===== src/rtl/gpio_mp_pkg.sv =====
package gpio_mp_pkg;
  typedef enum logic [1:0] {
    AREA_NONE = 2'd0,
    AREA_DATA = 2'd1,
    AREA_DIR  = 2'd2
  } area_e;
endpackage


===== src/rtl/gpio_mp_sync.sv =====
module gpio_mp_sync #(
  parameter int WIDTH  = 8,
  parameter int STAGES = 2
) (
  input  logic             clk,
  input  logic             rst_n,
  input  logic [WIDTH-1:0] raw_i,
  output logic [WIDTH-1:0] sync_o
);
  logic [WIDTH-1:0] stage_q [STAGES];

  always_ff @(posedge clk or negedge rst_n) begin
    if (!rst_n) stage_q[0] <= '0;
    else        stage_q[0] <= raw_i;
  end

  for (genvar s = 1; s < STAGES; s++) begin : g_stage
    always_ff @(posedge clk or negedge rst_n) begin
      if (!rst_n) stage_q[s] <= '0;
      else        stage_q[s] <= stage_q[s-1];
    end
  end

  assign sync_o = stage_q[STAGES-1];
endmodule


===== src/rtl/gpio_mp_decode.sv =====
module gpio_mp_decode
  import gpio_mp_pkg::*;
#(
  parameter int NPINS  = 8,
  parameter int ADDR_W = 12
) (
  input  logic [ADDR_W-1:0] addr_i,
  output area_e             area_o,
  output logic [NPINS-1:0]  mask_o
);
  localparam int MASK_LO = 2;
  localparam int MASK_HI = NPINS + MASK_LO - 1;
  localparam logic [ADDR_W-1:0] DIR_OFS = ADDR_W'(1) << (MASK_HI + 1);

  logic above_window;
  logic misaligned;

  assign above_window = |addr_i[ADDR_W-1:MASK_HI+1];
  assign misaligned   = |addr_i[MASK_LO-1:0];
  assign mask_o       = addr_i[MASK_HI:MASK_LO];

  always_comb begin
    if (addr_i == DIR_OFS)                   area_o = AREA_DIR;
    else if (!above_window && !misaligned)   area_o = AREA_DATA;
    else                                     area_o = AREA_NONE;
  end
endmodule


===== src/rtl/gpio_mp_regs.sv =====
module gpio_mp_regs
  import gpio_mp_pkg::*;
#(
  parameter int NPINS = 8
) (
  input  logic             clk,
  input  logic             rst_n,
  input  logic             we_i,
  input  area_e            area_i,
  input  logic [NPINS-1:0] mask_i,
  input  logic [NPINS-1:0] wdata_i,
  output logic [NPINS-1:0] dir_o,
  output logic [NPINS-1:0] latch_o
);
  logic dir_we;
  logic data_we;

  assign dir_we  = we_i && (area_i == AREA_DIR);
  assign data_we = we_i && (area_i == AREA_DATA);

  always_ff @(posedge clk or negedge rst_n) begin
    if (!rst_n)      dir_o <= '0;
    else if (dir_we) dir_o <= wdata_i;
  end

  for (genvar p = 0; p < NPINS; p++) begin : g_pin
    always_ff @(posedge clk or negedge rst_n) begin
      if (!rst_n)                     latch_o[p] <= 1'b0;
      else if (data_we && mask_i[p])  latch_o[p] <= wdata_i[p];
    end
  end
endmodule


===== src/rtl/gpio_mask_port.sv =====
module gpio_mask_port
  import gpio_mp_pkg::*;
#(
  parameter int NPINS       = 8,
  parameter int ADDR_W      = 12,
  parameter int SYNC_STAGES = 2
) (
  input  logic              clk,
  input  logic              rst_n,
  input  logic [ADDR_W-1:0] bus_addr,
  input  logic [NPINS-1:0]  bus_wdata,
  input  logic              bus_we,
  input  logic              bus_re,
  output logic [NPINS-1:0]  bus_rdata,
  input  logic [NPINS-1:0]  pad_in,
  output logic [NPINS-1:0]  pad_out,
  output logic [NPINS-1:0]  pad_oe
);
  area_e            area;
  logic [NPINS-1:0] mask;
  logic [NPINS-1:0] dir_q;
  logic [NPINS-1:0] latch_q;
  logic [NPINS-1:0] pad_sync;
  logic [NPINS-1:0] level;
  logic [NPINS-1:0] rd_value;

  gpio_mp_decode #(.NPINS(NPINS), .ADDR_W(ADDR_W)) u_decode (
    .addr_i (bus_addr),
    .area_o (area),
    .mask_o (mask)
  );

  gpio_mp_regs #(.NPINS(NPINS)) u_regs (
    .clk     (clk),
    .rst_n   (rst_n),
    .we_i    (bus_we),
    .area_i  (area),
    .mask_i  (mask),
    .wdata_i (bus_wdata),
    .dir_o   (dir_q),
    .latch_o (latch_q)
  );

  gpio_mp_sync #(.WIDTH(NPINS), .STAGES(SYNC_STAGES)) u_sync (
    .clk    (clk),
    .rst_n  (rst_n),
    .raw_i  (pad_in),
    .sync_o (pad_sync)
  );

  assign level = (dir_q & latch_q) | (~dir_q & pad_sync);

  always_comb begin
    unique case (area)
      AREA_DATA: rd_value = level & mask;
      AREA_DIR:  rd_value = dir_q;
      default:   rd_value = '0;
    endcase
  end

  always_ff @(posedge clk or negedge rst_n) begin
    if (!rst_n)      bus_rdata <= '0;
    else if (bus_re) bus_rdata <= rd_value;
    else             bus_rdata <= '0;
  end

  assign pad_out = latch_q;
  assign pad_oe  = dir_q;
endmodule


===== config.mk =====
export PLATFORM = sky130hd
export DESIGN_NAME = gpio_mask_port
export DESIGN_NICKNAME = d
export VERILOG_FILES = /design/src/rtl/gpio_mp_pkg.sv /design/src/rtl/gpio_mp_sync.sv /design/src/rtl/gpio_mp_decode.sv /design/src/rtl/gpio_mp_regs.sv /design/src/rtl/gpio_mask_port.sv
export SDC_FILE = /design/constraint.sdc
export NUM_CORES = 1
export LEC_CHECK = 0
export BUFFER_PORTS_ARGS = -buffer_cell sky130_fd_sc_hd__buf_2
export CAP_MARGIN = 20
export CORE_UTILIZATION = 44
export DETAILED_ROUTE_END_ITERATION = 6
export PLACE_DENSITY = 0.85
export SYNTH_ARGS = -nofsm -noshare
export SYNTH_HDL_FRONTEND = slang
export SYNTH_SLANG_ARGS = --single-unit

===== constraint.sdc =====
create_clock -name clk -period 0.95 [get_ports clk]
set_input_delay 0.0475 -clock clk [delete_from_list [all_inputs] [get_ports clk]]
set_output_delay 0.0475 -clock clk [all_outputs]
set_load 0.005 [all_outputs]

==> results.cfg <==
[run_status]
violations = negative setup slack
status = finished, violations left

[sta]
fin_crit_ns = 1.231
fin_ws_ns = -0.2809
setup_violations = 27
slew_headroom_pct = 82.70
max_freq_mhz = 812.4
rsz0062_at_grt = yes
fin_skew_ns = 0.01415
slew_violations = 0
tightest_slew_ns = 0.2576
min_period_over_period_pct = 129.6
finalHoldViolations = 0

[global_routing]
grt_max_degree = 41
grt_pass1_vias = 1474
grt_pass1_wl_um = 6575
antenna_found_initial = 0
gr-total-overflow = 0
grt_usage_pct = 24.90

[logic_synthesis]
ys_seq_area_share_pct = 63.09
syn_area_per_cell_um2 = 13.56
synth_area_um2 = 1587
synthesis.nets = 149
synth_seq_cells = 40
yosysWarnings = 0
syn_inst = 117
ys_types = 23

[placed_design]
dpl-instance-area_um2 = 2132
port_buffers = 55
gp_congestion = 0.7839
hpwl_um = 2675
dp.cells = 240

[setup_path]
cp-end-kind = register
max_stage_delay_ns = 0.55
cp.arrival_ns = 1.46
worstPathRequired_ns = 1.18
crit_type = in2reg
path_cells = buf_6 > or4_4 > nor4_4 > buf_4 > mux2_4
crit_slowest_cell = or4_4
cp_max_fo = 3
crit_path_start_kind = primary input

[routing]
vias = 1420
viasPerCell = 5.090
wire_per_inst_um = 17.11
dr.pass1.iters = 4
drt-initial-drc-count = 49
drcViolationCount = 0
ant_nets = 0
detail_route.wirelength_um = 4774

[finish]
fin_cells = 279
final_area_um2 = 2688
drive_gt1_share_pct = 56.65
diodes = 0
final_cell_mix = 44 x buf_2, 40 x dfrtp_1, 23 x buf_6, 23 x buf_4, 19 x dlygate4sd3_1
post-route-util_pct = 79.29
final_common_cell = buf_2
synthToLayoutAreaGrowth_pct = 69.40
num-nets-final = 264

[floorplanning]
initial_utilization_pct = 46.81
dieArea_um2 = 3850
die_w_um = 62.05
die-height_um = 62.05
io-pin-count = 56
rows = 21
core_um2 = 3390

[pwr]
power_density_nw_per_um2 = 1255
p_leak_uw = 0.001316
vdd_drop_max_mv = 0.9856

[clock_network]
cts_max_level = 2
clk_pin_slew_ns = 0.11
cts_sinks = 40
cts-root-buf = clkbuf_4
cts_made_buffers = 5
clk_latency_ns = 0.34
cts_buffer_depth = 2
cts_tree = done

[run]
cap_viol_max_count = 0

[min_path]
hold_class = in2reg
==> state kept, by name, indices dropped and copies added, names as in the netlist <==
signal and flops:
u_sync.stage_q 8, bus_rdata 8, u_regs.latch_o 8, u_sync.sync_o 8
u_regs.dir_o 8
==> cells by family (layout without fill, tap and decap cells) <==
kind of cell	Yosys count	count (layout)	synth area share, %
compound gates	11	11	5.915
simple gates	36	36	15.30
flops	40	40	63.09
buf+inv	12	128	2.918
mux	18	18	12.78
==> power breakdown <==
part           switching (uW)  total [uW]  internal (uW)
Clock                     536         901            366
Combinational             232         606            373
Sequential               59.3        1860           1810
==> critical path: cells and delay by family <==
family / cells / cell delay, ns
buffers and inverters: 2 / 0.29
AND/OR/NAND/NOR: 2 / 0.83
multiplexers: 1 / 0.29
==> final cells by class <==
type / instances / area [um^2]
Inverter: 8 / 30.03
Sequential cell: 40 / 1001
Timing Repair Buffer: 112 / 907.1
Multi-Input combinational cell: 65 / 633.1
Clock buffer: 8 / 58.81
Fill cell: 190 / 701.9
Tap cell: 46 / 57.56
==> metrics by stage <==
stage / setup TNS (ns) / total power [uW] / hold WS [ns] / setup WS [ns]
6_report: -4.490 / 3372 / 0.07547 / -0.2809
3_5_place_dp: -13.11 / 2302 / 0.02897 / -0.6848
2_1_floorplan: -8.494 / 2000 / -0.2481 / -0.5509
5_1_grt: -5.189 / 3522 / 0.06295 / -0.2819
4_1_cts: -4.527 / 3301 / 0.05632 / -0.3040
3_3_place_gp: -12.47 / 2276 / 0.02549 / -0.6524
==> timing repair <==
action | in CTS | in global routing
setup buffers | 6 | 5
endpoints found under the hold margin | 66 | 0
endpoints found under the setup margin | 26 | 41
gates cloned | 0 | 1
pin swaps | 5 | 4
resized for setup | 32 | 11
hold buffers | 19 | 0
==> synth_stat cells, drive strengths merged <==
library cell,number,share of area (%)
nor4,2,2.1
nand4,4,1.6
or4bb,1,0.71
mux2,18,13
buf,1,0.32
nand3,12,3.8
dfrtp,40,63
nand4bb,1,0.71
or4,2,1.2
o211ai,1,0.79
clkbuf,3,0.71
nand2,2,0.47
o221ai,2,1.9
inv,8,1.9
nor2b,5,2.0
or2,1,0.39
or3,1,0.39
and3,2,0.79
o2111ai,3,1.7
o21ai,5,1.6
and2,3,1.2
==> metal layers <==
| metal | vias to the layer above | wire length, um | track usage (%) |
|---|---|---|---|
| met5 | - | 0 | 0 |
| met4 | 0 | 146 | 14.92 |
| met3 | 16 | 273 | 6.832 |
| met2 | 64 | 2492 | 42.55 |
| met1 | 690 | 1862 | 27.62 |
| li1 | 650 | - | - |
==> worst paths after layout <==
check / startpoint / end / slack [ns] / depth (start not counted)
max reg2reg: u_regs.dir_o[5]$_DFFE_PN0P_ / u_regs.dir_o[5]$_DFFE_PN0P_ / -0.10 / 3
max in group asynchronous: rst_n / u_sync.sync_o[0]$_DFF_PN0_ / 0.56 / 3
max: bus_addr[4] / u_regs.dir_o[4]$_DFFE_PN0P_ / -0.28 / 5
min in group asynchronous: rst_n / u_regs.latch_o[5]$_DFFE_PN0P_ / 0.18 / 3
min: bus_addr[9] / u_regs.latch_o[7]$_DFFE_PN0P_ / 0.08 / 3
min reg2reg: u_sync.stage_q[10]$_DFF_PN0_ / u_sync.sync_o[2]$_DFF_PN0_ / 0.36 / 0
No activity file was read; power rests on OpenSTA's default activity.
